[config.mk]
export PLATFORM = sky130hd
export DESIGN_NAME = shared_line_resolver
export DESIGN_NICKNAME = d
export VERILOG_FILES = /design/src/rtl/slr_pkg.sv /design/src/rtl/slr_prio_mux.sv /design/src/rtl/slr_handoff_chk.sv /design/src/rtl/shared_line_resolver.sv
export SDC_FILE = /design/constraint.sdc
export NUM_CORES = 1
export LEC_CHECK = 0
export CAP_MARGIN = 20
export CORE_AREA = 8 8 45 47
export CTS_BUF_LIST = sky130_fd_sc_hd__clkbuf_16
export DETAILED_ROUTE_END_ITERATION = 8
export DIE_AREA = 0 0 53 55
export PLACE_DENSITY_LB_ADDON = 0.25
export SYNTH_ARGS = -nofsm -noshare
export SYNTH_HDL_FRONTEND = slang
export SYNTH_SLANG_ARGS = --single-unit
[constraint.sdc]
create_clock -name clk_i -period 1.6 [get_ports clk_i]
set_input_delay 0.48 -clock clk_i [delete_from_list [all_inputs] [get_ports clk_i]]
set_output_delay 0.48 -clock clk_i [all_outputs]
set_load 0.01 [all_outputs]
[src/rtl/slr_pkg.sv]
package slr_pkg;
  localparam logic PULL_LEVEL = 1'b1;

  typedef struct packed {
    logic contention;
    logic no_precharge;
    logic early_take;
  } slr_err_t;
endpackage

[src/rtl/slr_prio_mux.sv]
module slr_prio_mux
  import slr_pkg::*;
#(
  parameter int N_AGENTS = 4
) (
  input  logic [N_AGENTS-1:0] oe_i,
  input  logic [N_AGENTS-1:0] out_i,
  output logic                line_o
);
  // scan downward so the lowest enabled index is applied last and wins
  always_comb begin
    line_o = PULL_LEVEL;
    for (int i = N_AGENTS - 1; i >= 0; i--) begin
      if (oe_i[i]) line_o = out_i[i];
    end
  end
endmodule

[src/rtl/slr_handoff_chk.sv]
module slr_handoff_chk
  import slr_pkg::*;
#(
  parameter int N_AGENTS = 4
) (
  input  logic                clk_i,
  input  logic                rst_ni,
  input  logic [N_AGENTS-1:0] oe_i,
  input  logic [N_AGENTS-1:0] out_i,
  output slr_err_t            err_o
);
  logic [N_AGENTS-1:0] prev_oe_q, prev_out_q;
  logic [N_AGENTS-1:0] fall_w, rise_w;
  logic                multi_w;
  slr_err_t            err_d, err_q;
  logic                past_ok_q;

  for (genvar g = 0; g < N_AGENTS; g++) begin : g_hist
    always_ff @(posedge clk_i or negedge rst_ni) begin
      if (!rst_ni) begin
        prev_oe_q[g]  <= 1'b0;
        prev_out_q[g] <= 1'b0;
      end else begin
        prev_oe_q[g]  <= oe_i[g];
        prev_out_q[g] <= out_i[g];
      end
    end
    assign fall_w[g] = prev_oe_q[g] & ~oe_i[g];
    assign rise_w[g] = oe_i[g] & ~prev_oe_q[g];
  end

  // more than one bit set: clearing the lowest set bit leaves something
  assign multi_w = (oe_i & (oe_i - N_AGENTS'(1))) != '0;

  always_comb begin
    err_d.contention   = multi_w;
    err_d.no_precharge = |(fall_w & ~prev_out_q);
    err_d.early_take   = (|fall_w) & (|rise_w);
  end

  always_ff @(posedge clk_i or negedge rst_ni) begin
    if (!rst_ni) begin
      err_q     <= '0;
      past_ok_q <= 1'b0;
    end else begin
      err_q     <= err_d;
      past_ok_q <= 1'b1;
    end
  end

  assign err_o = err_q;

  a_r4_contention: assert property (@(posedge clk_i) disable iff (!rst_ni)
    ($countones(oe_i) > 1) |=> err_o.contention);

  a_r4_quiet: assert property (@(posedge clk_i) disable iff (!rst_ni)
    ($countones(oe_i) <= 1) |=> !err_o.contention);

  for (genvar g = 0; g < N_AGENTS; g++) begin : g_r5
    a_r5_low_release: assert property (@(posedge clk_i) disable iff (!rst_ni)
      (past_ok_q && $fell(oe_i[g]) && !$past(out_i[g])) |=> err_o.no_precharge);
  end

  a_r6_early_take: assert property (@(posedge clk_i) disable iff (!rst_ni)
    (past_ok_q && (($past(oe_i) & ~oe_i) != '0) && ((oe_i & ~$past(oe_i)) != '0))
      |=> err_o.early_take);

  a_r7_reset_clear: assert property (@(posedge clk_i)
    !rst_ni |-> (err_o == '0));
endmodule

[src/rtl/shared_line_resolver.sv]
module shared_line_resolver
  import slr_pkg::*;
#(
  parameter int N_AGENTS = 4
) (
  input  logic                clk_i,
  input  logic                rst_ni,
  input  logic [N_AGENTS-1:0] oe_i,
  input  logic [N_AGENTS-1:0] out_i,
  output logic                line_o,
  output logic                contention_o,
  output logic                no_precharge_o,
  output logic                early_take_o
);
  slr_err_t err_w;

  slr_prio_mux #(.N_AGENTS(N_AGENTS)) u_mux (
    .oe_i   (oe_i),
    .out_i  (out_i),
    .line_o (line_o)
  );

  slr_handoff_chk #(.N_AGENTS(N_AGENTS)) u_chk (
    .clk_i  (clk_i),
    .rst_ni (rst_ni),
    .oe_i   (oe_i),
    .out_i  (out_i),
    .err_o  (err_w)
  );

  assign contention_o   = err_w.contention;
  assign no_precharge_o = err_w.no_precharge;
  assign early_take_o   = err_w.early_take;

  a_r1_pullup: assert property (@(posedge clk_i) disable iff (!rst_ni)
    (oe_i == '0) |-> line_o);

  a_r2_single: assert property (@(posedge clk_i) disable iff (!rst_ni)
    ($countones(oe_i) == 1) |-> (line_o == |(oe_i & out_i)));
endmodule

==> impl_results.md <==
* Outcome: finished, violations left
* Violated checks: setup timing
* Antenna Nets Post-Route at 0
* Core ar. at 1380 sq um
* IR Drop Worst-Case VDD at between 0.5 and 0.6 mV
* Cts bufs inserted at 3
* Post-synthesis instance area at 454 sq um
* Worst Path Arrival at 1.20 ns
* Slew headroom at 67.6%
* Share of the clock period used by the worst path at 105%
* Drt pass-1 iters at 4
* Wire length on met1 at 410 um
* Non-filler instance count after layout at 76
* Worst-path clk slew at 0.04 ns
* Number of vias per cell at 4.82
* Number of top-level pins at 14
* Initial antenna violation count at 0
* Synth warnings at 0
* Die outline height at 55 um
* Number of flops mapped to enable cells by yosys at 0
* Layout cell share with drive strength beyond 1 at 28.3%
* Final weighted congestion of routability-driven global placement at 0.692
* Share of synthesized registers carrying an async set or reset at 100%
* Worst setup slack before clock tree synthesis at -0.852 ns
* Synthesized netlist net count at 48
* Routed Wire Length at 1020 um
* IO buf count at 13
* Full die area at 2920 sq um
* Number of antenna diodes at 0
* CTS Sinks at 11
* PD cells at 1200 nW/um^2
* Kind of path behind the tightest hold check: input pin to register
* Clock skew after layout at 0.00154 ns
* Clock latency at the later pin of the worst-skew pair at between 0.2 and 0.25 ns
* Leakage component of the power at 0.336 nW
* Clock period minus final worst setup slack at 1.68 ns
* Max Transition Viols Final at 0
* Cell types occupying the most area after synthesis: dfrtp_1, nor2b_1, inv_1
* Filler Cell Count at 131
* Transition time of the tightest slew-check pin at 0.485 ns
* Deepest level of the CTS H-tree at 1
* Yosys reg bits at 11
* Overall overflow remaining after global route at 0
* Sequential area share after synthesis at 60.6%
* Library cell with the largest summed area after synthesis: dfrtp_1
* WS Path Type: input pin to output port
* Critical path fanouts, max at 3
* Pin count of the biggest net entering global routing at 12
* Signed area change from the synthesized netlist to the final layout at 57.9%
* Number of different library cells in the post-synthesis netlist at 19
* Most used flip-flop cell after synthesis: dfrtp_1
* Vias in the first global route at ~440
* Number of rows in the core area at 14
* Final critical-path setup slack at -0.0841 ns
* Total number of vias at 366
* Syn Inst Count at 38
* Maximum Capacitance Violations at 0
* CTS tree: done
* Leading cell types by count after synthesis: dfrtp_1, inv_1, nor2b_1
* Worst endpoint required time at 1.12 ns
* Per-instance average area after synthesis at between 10 and 15 sq um
* Horiz. Die Dim at 53 um
* Max layer used: met4
* Unrepaired setup endpoints after global routing: true
* Starting density of the core at 32.8%
* Total number of nets in the final design at 71
* Maximum buffer depth of the clock tree at 2
* Initial DRC count at 3
* Wire length on met2 at 484 um
* Wire length of the first global-routing pass at 1870 um
* Endpoints failing setup at 1
* Endpoint kind of the worst setup timing path: output port
* Final-report hold violation count at 0
* GRT Total Usage at under 10%
* # placed instances at just over 70
* Root Buffer Master: clkbuf_16
* Amount of wire on met3 after detailed routing at 95 um
* Achievable frequency at 594 MHz
* Remaining routing DRC violations at 0
* Post-DR wirelength/cell at 13.4 um
* Nature of the critical path startpoint: input pin
* Total Power Consumption at approximately 0.86 mW
* Fraction of synthesized cell area taken by the top area cell type at 60.6%
* Dominant cell by count in the synthesized netlist: dfrtp_1
==> cell usage in the layout (no fill, tap or decap) <==
cell type / n
nand2b_1: 2
and2b_1: 1
mux2_4: 1
inv_1: 6
maj3_1: 1
dfrtp_1: 11
clkbuf_16: 3
a222oi_1: 1
dlygate4sd2_1: 2
a22oi_1: 1
nor2_1: 2
nand2_1: 1
o211ai_1: 1
o31ai_1: 1
buf_6: 4
o21ai_1: 1
buf_4: 5
o221ai_1: 1
clkdlybuf4s15_1: 1
nor3b_2: 1
nor2b_1: 4
buf_2: 2
a221oi_1: 1
nor3_1: 1
nor3_2: 1
clkdlybuf4s50_1: 4
==> per-layer routing <==
metal  track usage [%]  vias to the layer above
met1              9.26                      168
met3              4.28                        3
met4              6.47                        0
met5                 0                        -
met2              14.8                       16
li1                  -                      179
==> cells by family after synthesis <==
family	share of synthesized area, %
AO/OA/AOI/OAI	12.1
adder cells (fa/ha/maj)	2.20
buffers and inverters	4.13
flip-flops	60.6
multiplexers	2.48
AND/OR/NAND/NOR	18.5
==> report_power, final <==
group | total [mW] | internal, mW | switching [mW]
clock | 0.449 | 0.328 | 0.121
sequential | 0.303 | 0.298 | 0.00560
combinational | 0.106 | 0.0617 | 0.0441
total | 0.857 | 0.687 | 0.171
==> cell type report <==
cell class                 instances  area, sq um  share of cell area, %
tap                               16         20.0                   2.79
multi-input combinational         22          164                   22.9
clock buffer                       3         75.1                   10.5
inverter                           5         18.8                   2.62
timing repair buffer              18          160                   22.3
sequential                        11          275                   38.4
clock inverter                     1         3.75                  0.524
==> what timing repair did <==
action	CTS	global route
setup buffers	0	0
gates resized for setup	31	1
setup endpoints to repair	1	1
hold buffers	0	0
pin swaps	3	1
==> registers in the layout, indices dropped and copies added (netlist names) <==
name / count
u_chk.err_o: 3
u_chk.prev_oe_q: 4
u_chk.prev_out_q: 4
==> metrics by stage <==
step	utilization [%]	area (sq um)	hold slack, ns	TNS (ns)
2_1_floorplan	-	454	0.184	0
3_3_place_gp	46.4	642	0.443	-1.18
3_5_place_dp	46.4	642	0.459	-1.22
4_1_cts	51.4	711	0.345	-0.0835
5_1_grt	51.8	717	0.351	-0.127
6_report	51.8	717	0.350	-0.0841
==> worst max-delay path, cell delays in order <==
cell	delay, ns
buf_6	0.09
nor3b_2	0.16
o31ai_1	0.08
mux2_4	0.27
buf_6	0.12
==> final timing paths <==
| kind | from | end | slack [ns] | cells past startpoint |
|---|---|---|---|---|
| setup / recovery | oe_i[2] | line_o | -0.08 | 5 |
| setup reg to reg | u_chk.prev_oe_q[2]$_DFF_PN0_ | u_chk.err_o[0]$_DFF_PN0_ | 0.58 | 3 |
| max in group asynchronous | rst_ni | u_chk.prev_oe_q[1]$_DFF_PN0_ | 0.70 | 1 |
| hold reg to reg | u_chk.prev_out_q[1]$_DFF_PN0_ | u_chk.err_o[1]$_DFF_PN0_ | 0.46 | 1 |
| hold / removal | out_i[3] | u_chk.prev_out_q[3]$_DFF_PN0_ | 0.35 | 1 |
| min in group asynchronous | rst_ni | u_chk.err_o[1]$_DFF_PN0_ | 0.57 | 1 |
Power figures use the tool's default switching activity.
